## src/rtl/shf_pkg.sv

```systemverilog
package shf_pkg;
  typedef enum logic [2:0] {
    SHK_LSL = 3'd0,
    SHK_LSR = 3'd1,
    SHK_ASR = 3'd2,
    SHK_ROR = 3'd3,
    SHK_RRX = 3'd4
  } shk_kind_e;

  // rotate-right distance equivalent to a left shift by n (mod width)
  function automatic logic [4:0] shk_left_as_right(input logic [4:0] n);
    return 5'd0 - n;
  endfunction

  // keep bits where keep is set, fill the rest with the sign bit
  function automatic logic [31:0] shk_sign_fill(input logic [31:0] data,
                                                input logic [31:0] keep,
                                                input logic sign);
    return (data & keep) | ({32{sign}} & ~keep);
  endfunction
endpackage

```

## src/rtl/shf_amount_class.sv

```systemverilog
module shf_amount_class #(
  parameter int WIDTH = 32,
  parameter int AMT_W = 8,
  localparam int LOG_W = $clog2(WIDTH)
) (
  input  logic [AMT_W-1:0] amount_i,
  output logic             zero_o,
  output logic             mid_o,
  output logic             full_o,
  output logic             over_o,
  output logic [LOG_W-1:0] low_o
);
  localparam logic [AMT_W-1:0] FULL_CNT = AMT_W'(WIDTH);

  assign zero_o = (amount_i == '0);
  assign full_o = (amount_i == FULL_CNT);
  assign over_o = (amount_i > FULL_CNT);
  assign mid_o  = !zero_o && (amount_i < FULL_CNT);
  assign low_o  = amount_i[LOG_W-1:0];
endmodule

```

## src/rtl/shf_rotator.sv

```systemverilog
module shf_rotator #(
  parameter int WIDTH = 32,
  localparam int LOG_W = $clog2(WIDTH)
) (
  input  logic [WIDTH-1:0] data_i,
  input  logic [LOG_W-1:0] dist_i,
  output logic [WIDTH-1:0] data_o
);
  logic [WIDTH-1:0] stage [LOG_W+1];

  assign stage[0] = data_i;

  for (genvar k = 0; k < LOG_W; k++) begin : g_stage
    localparam int STEP = 1 << k;
    assign stage[k+1] = dist_i[k]
      ? {stage[k][STEP-1:0], stage[k][WIDTH-1:STEP]}
      : stage[k];
  end

  assign data_o = stage[LOG_W];
endmodule

```

## src/rtl/shf_keep_mask.sv

```systemverilog
module shf_keep_mask #(
  parameter int WIDTH = 32,
  localparam int LOG_W = $clog2(WIDTH)
) (
  input  logic [LOG_W-1:0] count_i,
  output logic [WIDTH-1:0] keep_high_o,
  output logic [WIDTH-1:0] keep_low_o
);
  for (genvar i = 0; i < WIDTH; i++) begin : g_bit
    assign keep_high_o[i]         = (count_i <= LOG_W'(i));
    assign keep_low_o[WIDTH-1-i]  = (count_i <= LOG_W'(i));
  end
endmodule

```

## src/rtl/shf_operand_unit.sv

```systemverilog
module shf_operand_unit
  import shf_pkg::*;
#(
  parameter int WIDTH = 32,
  parameter int AMT_W = 8,
  localparam int LOG_W = $clog2(WIDTH)
) (
  input  logic [WIDTH-1:0] operand_i,
  input  logic [2:0]       kind_i,
  input  logic [AMT_W-1:0] amount_i,
  input  logic             carry_i,
  output logic [WIDTH-1:0] result_o,
  output logic             carry_o
);
  logic             amt_zero, amt_mid, amt_full, amt_over;
  logic [LOG_W-1:0] amt_low, rot_dist;
  logic [WIDTH-1:0] rotated, keep_high, keep_low;
  logic             sign_bit;

  shf_amount_class #(.WIDTH(WIDTH), .AMT_W(AMT_W)) u_class (
    .amount_i (amount_i),
    .zero_o   (amt_zero),
    .mid_o    (amt_mid),
    .full_o   (amt_full),
    .over_o   (amt_over),
    .low_o    (amt_low)
  );

  assign rot_dist = (kind_i == SHK_LSL) ? shk_left_as_right(amt_low) : amt_low;

  shf_rotator #(.WIDTH(WIDTH)) u_rot (
    .data_i (operand_i),
    .dist_i (rot_dist),
    .data_o (rotated)
  );

  shf_keep_mask #(.WIDTH(WIDTH)) u_mask (
    .count_i     (amt_low),
    .keep_high_o (keep_high),
    .keep_low_o  (keep_low)
  );

  assign sign_bit = operand_i[WIDTH-1];

  always_comb begin
    result_o = operand_i;
    carry_o  = carry_i;
    case (kind_i)
      SHK_LSL: begin
        if (amt_mid) begin
          result_o = rotated & keep_high;
          carry_o  = rotated[0];
        end else if (amt_full) begin
          result_o = '0;
          carry_o  = operand_i[0];
        end else if (amt_over) begin
          result_o = '0;
          carry_o  = 1'b0;
        end
      end
      SHK_LSR: begin
        if (amt_mid) begin
          result_o = rotated & keep_low;
          carry_o  = rotated[WIDTH-1];
        end else if (amt_full) begin
          result_o = '0;
          carry_o  = sign_bit;
        end else if (amt_over) begin
          result_o = '0;
          carry_o  = 1'b0;
        end
      end
      SHK_ASR: begin
        if (amt_mid) begin
          result_o = shk_sign_fill(rotated, keep_low, sign_bit);
          carry_o  = rotated[WIDTH-1];
        end else if (amt_full || amt_over) begin
          result_o = {WIDTH{sign_bit}};
          carry_o  = sign_bit;
        end
      end
      SHK_ROR: begin
        if (!amt_zero) begin
          result_o = rotated;
          carry_o  = rotated[WIDTH-1];
        end
      end
      SHK_RRX: begin
        result_o = {carry_i, operand_i[WIDTH-1:1]};
        carry_o  = operand_i[0];
      end
      default: ;
    endcase
  end
endmodule

```

## config.mk

```make
export PLATFORM = sky130hd
export DESIGN_NAME = shf_operand_unit
export DESIGN_NICKNAME = d
export VERILOG_FILES = /design/src/rtl/shf_pkg.sv /design/src/rtl/shf_amount_class.sv /design/src/rtl/shf_rotator.sv /design/src/rtl/shf_keep_mask.sv /design/src/rtl/shf_operand_unit.sv
export SDC_FILE = /design/constraint.sdc
export NUM_CORES = 1
export LEC_CHECK = 0
export BUFFER_PORTS_ARGS = -buffer_cell sky130_fd_sc_hd__buf_2
export CORE_ASPECT_RATIO = 1.1
export CORE_MARGIN = 10
export CORE_UTILIZATION = 62
export DETAILED_ROUTE_END_ITERATION = 8
export GPL_ROUTABILITY_DRIVEN = 0
export PLACE_DENSITY = 0.9
export RECOVER_POWER = 50
export SLEW_MARGIN = 20
export SYNTH_ARGS = -nofsm -noshare
export SYNTH_HDL_FRONTEND = slang
export SYNTH_HIERARCHICAL = 1
export SYNTH_SLANG_ARGS = --single-unit
```

## constraint.sdc

```tcl
create_clock -name vclk -period 6.7
set_input_delay 1.34 -clock vclk [all_inputs]
set_output_delay 1.34 -clock vclk [all_outputs]
set_load 0.05 [all_outputs]
```

Yosys cells after proc, flatten, opt, wreduce, memory -nomap -nowiden
Cells that the tools add are included.
{"block": "totals", "register_bits": 0, "inputBits": 44, "out_inout_bits": 33, "wordCells": 73}
{"block": "op_classes", "n_addsub": 1, "magnitude_cmp": 34, "n_eq_ne": 5, "mux": 23, "n_bitwise": 5, "reduce_logical": 5}
{"cell": "32-bit 2-to-1 mux", "n": 11}
{"cell": "32-bit one-hot mux with 5 select lines", "n": 1}
{"cell": "32-bit bitwise AND", "n": 3}
{"cell": "5-bit <= comparator (second input constant)", "n": 16}
{"cell": "5-bit by 4-bit <= comparator with 1-bit output (second input constant)", "n": 8}
{"cell": "32-bit inverter", "n": 1}
{"cell": "32-bit bitwise OR", "n": 1}
{"cell": "31-bit 2-to-1 mux", "n": 1}
{"cell": "5-bit by 3-bit <= comparator with 1-bit output (second input constant)", "n": 4}
{"cell": "5-bit by 1-bit <= comparator with 1-bit output (second input constant)", "n": 2}
{"cell": "5-bit by 2-bit <= comparator with 1-bit output (second input constant)", "n": 2}
{"cell": "8-bit by 6-bit == test with 1-bit output (second input constant)", "n": 1}
{"cell": "8-bit by 6-bit greater-than comparator with 1-bit output (second input constant)", "n": 1}
{"cell": "8-bit zero test", "n": 1}
{"cell": "8-bit by 6-bit less-than comparator with 1-bit output (second input constant)", "n": 1}
{"cell": "1-bit 2-to-1 mux", "n": 8}
{"cell": "3-bit by 2-bit == test with 1-bit output (second input constant)", "n": 2}
{"cell": "5-bit 2-to-1 mux", "n": 1}
{"cell": "1-bit one-hot mux with 5 select lines", "n": 1}
{"cell": "1-bit by 5-bit subtractor with 5-bit output (first input constant)", "n": 1}
{"cell": "3-bit by 1-bit == test with 1-bit output (second input constant)", "n": 1}
{"cell": "3-bit == test (second input constant)", "n": 1}
{"cell": "3-bit zero test", "n": 1}
{"cell": "1-bit logical AND", "n": 1}
{"cell": "other kinds (2)", "n": 2}

Longest topological paths before layout
{"block": "logic_depth", "word_depth": 11, "mapped_depth": 17, "depth_no_buf": 12}

Hierarchy
The synthesis kept the hierarchy.
{"mod": "shf_operand_unit", "n_inst": 1, "cells_per_inst": 457, "area_per_inst_um2": 3065.4, "seq_area_each_um2": 0.0}
{"mod": "shf_rotator", "n_inst": 1, "cells_per_inst": 116, "area_per_inst_um2": 1949.4, "seq_area_each_um2": 0.0}
{"mod": "shf_keep_mask", "n_inst": 1, "cells_per_inst": 79, "area_per_inst_um2": 525.5, "seq_area_each_um2": 0.0}
{"mod": "shf_amount_class", "n_inst": 1, "cells_per_inst": 13, "area_per_inst_um2": 100.1, "seq_area_each_um2": 0.0}

Worst setup path after synthesis
Ideal clock, no wire load.
{"block": "synth_path", "kind": "input port to output port", "from": "input kind_i[0]", "to": "output result_o[14]", "arrival_time_ps": 5007, "t_required_ps": 5360, "setup_slack_ps": 353, "path_stages": 16, "path_buffers": 6, "cell_sequence": "buf_2 -> buf_2 -> buf_2 -> nor3_1 -> o31ai_1 -> xnor2_1 -> buf_6 -> buf_6 -> buf_2 -> mux4_2 -> mux4_2 -> mux2_2 -> mux2_2 -> a21oi_1 -> a21oi_1 -> o32a_1"}
{"block": "synth_via", "word_cells_on_any_way": 19, "classes_between": "eq/ne (4); mux (11); bitwise (3); reduce/logical (1)"}
{"element": "from (decl)", "line_no": "shf_operand_unit.sv:9", "rtl": "input logic [2:0] kind_i,"}
{"element": "3-bit zero test *", "line_no": "shf_operand_unit.sv:29", "rtl": "assign rot_dist = (kind_i == SHK_LSL) ? shk_left_as_right(amt_low) : amt_low;"}
{"element": "5-bit 2-to-1 mux *", "line_no": "shf_operand_unit.sv:29"}
{"element": "named net rot_dist[3]", "line_no": "shf_operand_unit.sv:16", "rtl": "logic [LOG_W-1:0] amt_low, rot_dist;"}
{"element": "32-bit 2-to-1 mux * (2 in a row)", "line_no": "shf_rotator.sv:16", "rtl": "? {stage[k][STEP-1:0], stage[k][WIDTH-1:STEP]}"}
{"element": "named net rotated[14]", "line_no": "shf_operand_unit.sv:17", "rtl": "logic [WIDTH-1:0] rotated, keep_high, keep_low;"}
{"element": "32-bit bitwise AND", "line_no": "shf_pkg.sv:19, shf_operand_unit.sv:63"}
{"element": "32-bit bitwise OR", "line_no": "shf_pkg.sv:19", "rtl": "return (data & keep) | ({32{sign}} & ~keep);"}
{"element": "32-bit 2-to-1 mux", "line_no": "shf_operand_unit.sv:74", "rtl": "if (amt_mid) begin"}
{"element": "32-bit one-hot mux with 5 select lines *", "line_no": "shf_operand_unit.sv:48", "rtl": "case (kind_i)"}
{"element": "to (decl)", "line_no": "shf_operand_unit.sv:12", "rtl": "output logic [WIDTH-1:0] result_o,"}
Mark *: on every way through the listed nets, which the timed path passes. The rest lies on a longest branch.

Final worst setup path
{"block": "layout_path", "from": "input amount_i[1]", "to": "output result_o[21]"}
{"block": "layout_via", "elab_chain_len": 10, "word_cells_on_any_way": 28, "classes_between": "add/sub (1); order compare (4); eq/ne (1); mux (13); bitwise (5); reduce/logical (4)"}
{"element": "from (decl)", "line_no": "shf_operand_unit.sv:10", "rtl": "input logic [AMT_W-1:0] amount_i,"}
{"element": "1-bit by 5-bit subtractor with 5-bit output", "line_no": "shf_pkg.sv:12", "rtl": "return 5'd0 - n;"}
{"element": "5-bit 2-to-1 mux *", "line_no": "shf_operand_unit.sv:29"}
{"element": "named net rot_dist[1]", "line_no": "shf_operand_unit.sv:16"}
{"element": "32-bit 2-to-1 mux * (4 in a row)", "line_no": "shf_rotator.sv:16"}
{"element": "named net rotated[21]", "line_no": "shf_operand_unit.sv:17"}
{"element": "32-bit bitwise AND", "line_no": "shf_pkg.sv:19, shf_operand_unit.sv:63"}
{"element": "32-bit bitwise OR", "line_no": "shf_pkg.sv:19"}
{"element": "32-bit 2-to-1 mux", "line_no": "shf_operand_unit.sv:74"}
{"element": "32-bit one-hot mux with 5 select lines *", "line_no": "shf_operand_unit.sv:48"}
Marks and branches as above.

==> summary.log <==
INFO  status         outcome=completed
INFO  clocking       cts.repair.resized=0
INFO  finish         final-seq-area=0squm
INFO  place          dp_hpwl=15.37mm
INFO  global_route   pin_count_of_the_biggest_net_entering_global_routing=64
INFO  global_route   first_global_vias=6366
INFO  clocking       hold_buffer_count_at_cts=0
INFO  setup_path     critPathBufInv=4
INFO  logic_synthesis netlist-cell-type-count=59
INFO  die            die-width=110.9um
INFO  power          vdd_drop_max=0.00007919V
INFO  global_route   grt_util_all_layers=0.3101
INFO  finish         instances_no_fill=758
INFO  die            rows=36
INFO  clocking       number_of_setup_buffers_added_after_cts=0
INFO  global_route   global_route.peak_usage_layer=met2
INFO  global_route   global_route.usage.met2=0.4727
INFO  die            design.core.area=8874squm
INFO  setup_path     critPathMaxFanout=14
INFO  die            floorplan.initialDensity=0.6356
INFO  global_route   groute.layer.met3.usage=0.1146
INFO  place          post_dp_cell_area=5650squm
INFO  logic_synthesis yosysWarnings=6
INFO  finish         fin_nets=691
INFO  sta            achievable-frequency=0.1562GHz
INFO  logic_synthesis ys_seq_area_frac=0
INFO  logic_synthesis syn-mean-instance-area=8.482squm
INFO  routing        remaining_drc_errors=0
INFO  setup_path     crit_slowest_cell=mux4_2
INFO  routing        totalWireLength=22.30mm
INFO  finish         layout-area-overhead-vs-synth=0.02216%
INFO  routing        drt-initial-drc-count=1519
INFO  sta            slew_violations=0
INFO  routing        number_of_nets_still_failing_antenna_checks_after_routing=0
INFO  global_route   grt_util_met1=0.3702
INFO  setup_path     cpLargestDelayFamily=multiplexers
INFO  power          p_per_area=135.3nW/um^2
INFO  sta            final-hold-violation-count=0
INFO  setup_path     timing.critical_path.required=5.36ns
INFO  place          dp_cells=758
INFO  place          dpl_worst_slack=0.4337ns
INFO  setup_path     critical_path.cell_chain=buf_2, inv_1, ha_1, nand2_1, o21ai_4, buf_4, mux4_2, mux4_2, mux2_2, mux2_2, a21oi_1, a21oi_1, o32a_1, clkbuf_1
INFO  routing        drtPass1Iterations=7
INFO  sta            rsz_0062_raised_after_global_routing=false
INFO  global_route   initial_antenna_violation_count=0
INFO  global_route   grt_pass1_wl=34.86mm
INFO  sta            tightest_slew=0.9901ns
INFO  routing        num_vias=6686
INFO  setup_path     worst_path_largest_cell_delay=0.56ns
INFO  power          p_total=0.7631mW
INFO  setup_path     timing.critical_path.arrival=5.06ns
INFO  setup_path     path_class=input port to primary output
INFO  power          power.static_leakage=1.880nW
INFO  die            chipHeight=120.0um
INFO  worst_hold_path worstHoldPathType=input port to primary output
INFO  global_route   overflow=0
INFO  sta            fin_crit=6.401ns
INFO  finish         n_sequential_cell=0
INFO  routing        wl_per_cell=29.42um
INFO  sta            final_setup_tns=0ns
INFO  setup_path     crit_path_end_kind=primary output
INFO  finish         fillCellCount=698
INFO  sta            worst_slack=0.2990ns
INFO  setup_path     critical_path.startpoint_type=input port
INFO  logic_synthesis synthesis.instances=665
INFO  finish         layout-drive-gt1-share=0.3820
INFO  finish         nClkBuffers=0
INFO  sta            finalCritPeriodShare=0.9554
INFO  die            floorplan_die_area=13320squm
INFO  finish         finish.utilization=0.6358
INFO  logic_synthesis syn-cell-area=5640squm
INFO  routing        vias_per_cell=8.821
INFO  sta            hold_slack=3.225ns
INFO  sta            report.final.setup_viol=0
INFO  sta            maxSlewHeadroom=0.3399
INFO  place          port_buffers=77
INFO  run            total_of_max_cap_violations=0
INFO  finish         antennaDiodeCount=0
INFO  finish         fin_area=5642squm
INFO  die            io-pin-count=77
metal layers:
metal,up-vias,part of all wire
li1,2584,-
met1,3015,0.31
met2,810,0.41
met3,277,0.19
met4,0,0.093
met5,-,0
cell usage after synthesis (all sizes together) (2+ instances only):
| library cell | n | area share |
|---|---|---|
| buf | 87 | 0.11 |
| xnor2 | 2 | 0.0031 |
| or2 | 5 | 0.0055 |
| o31ai | 16 | 0.023 |
| nand4 | 2 | 0.0022 |
| nor3 | 5 | 0.0073 |
| o21ai | 47 | 0.042 |
| a211o | 3 | 0.0047 |
| o21a | 12 | 0.016 |
| a211oi | 4 | 0.0053 |
| a31oi | 8 | 0.0089 |
| mux2 | 68 | 0.14 |
| a21oi | 85 | 0.077 |
| o221ai | 18 | 0.038 |
| nor2 | 33 | 0.023 |
| mux2i | 41 | 0.073 |
| o22ai | 11 | 0.012 |
| a21o | 2 | 0.0027 |
| nand3 | 3 | 0.0027 |
| inv | 8 | 0.0053 |
| o32a | 18 | 0.032 |
| clkbuf | 30 | 0.020 |
| and2 | 3 | 0.0033 |
| nand2 | 53 | 0.035 |
| nor4 | 2 | 0.0033 |
| a32oi | 18 | 0.028 |
| mux4 | 64 | 0.26 |
worst paths after layout:
path / from / slack, ns / to / cells after the start
min: operand_i[12] / 3.23 / result_o[12] / 3
max: amount_i[1] / 0.30 / result_o[21] / 14
power breakdown:
part           switching [mW]  total [mW]  internal, mW
combinational           0.475       0.763         0.288
sequential                  0           0             0
clock                       0           0             0
total                   0.475       0.763         0.288
tightest hold or removal path, stage by stage:
cell	delay (ns)
buf_2	0.17
o32a_1	0.17
buf_2	0.20
layout make-up:
class                           count  area, sq um  share of cell area
Timing Repair Buffer               95        529.3             0.09381
Multi-Input combinational cell    540         4936              0.8749
Inverter                            9        33.78            0.005988
Tap cell                          114        142.6             0.02528
cells by family (layout without fill, tap and decap cells):
| logic type | Yosys count | count (layout) | synth area share |
|---|---|---|---|
| XOR/XNOR | 3 | 3 | 0.004659 |
| AND/OR/NAND/NOR | 112 | 112 | 0.09139 |
| buffers and inverters | 126 | 104 | 0.1364 |
| multiplexers | 173 | 173 | 0.4647 |
| AO/OA/AOI/OAI | 249 | 249 | 0.2999 |
| other | 1 | 2 | 0.0006648 |
| adder cells (fa/ha/maj) | 1 | 1 | 0.002218 |
placed cells by master (no fill, tap or decap), drive strengths merged, types with 2 or more instances in the layout:
cell type / instances
a211o: 3
a211oi: 4
a21o: 2
a21oi: 85
a31oi: 8
a32oi: 18
and2: 3
buf: 82
clkbuf: 13
conb: 2
inv: 8
mux2: 68
mux2i: 41
mux4: 64
nand2: 53
nand3: 3
nand4: 2
nor2: 33
nor3: 5
nor4: 2
o21a: 12
o21ai: 47
o221ai: 18
o22ai: 11
o31ai: 16
o32a: 18
or2: 5
xnor2: 2
No activity file was read; power rests on OpenSTA's default activity.
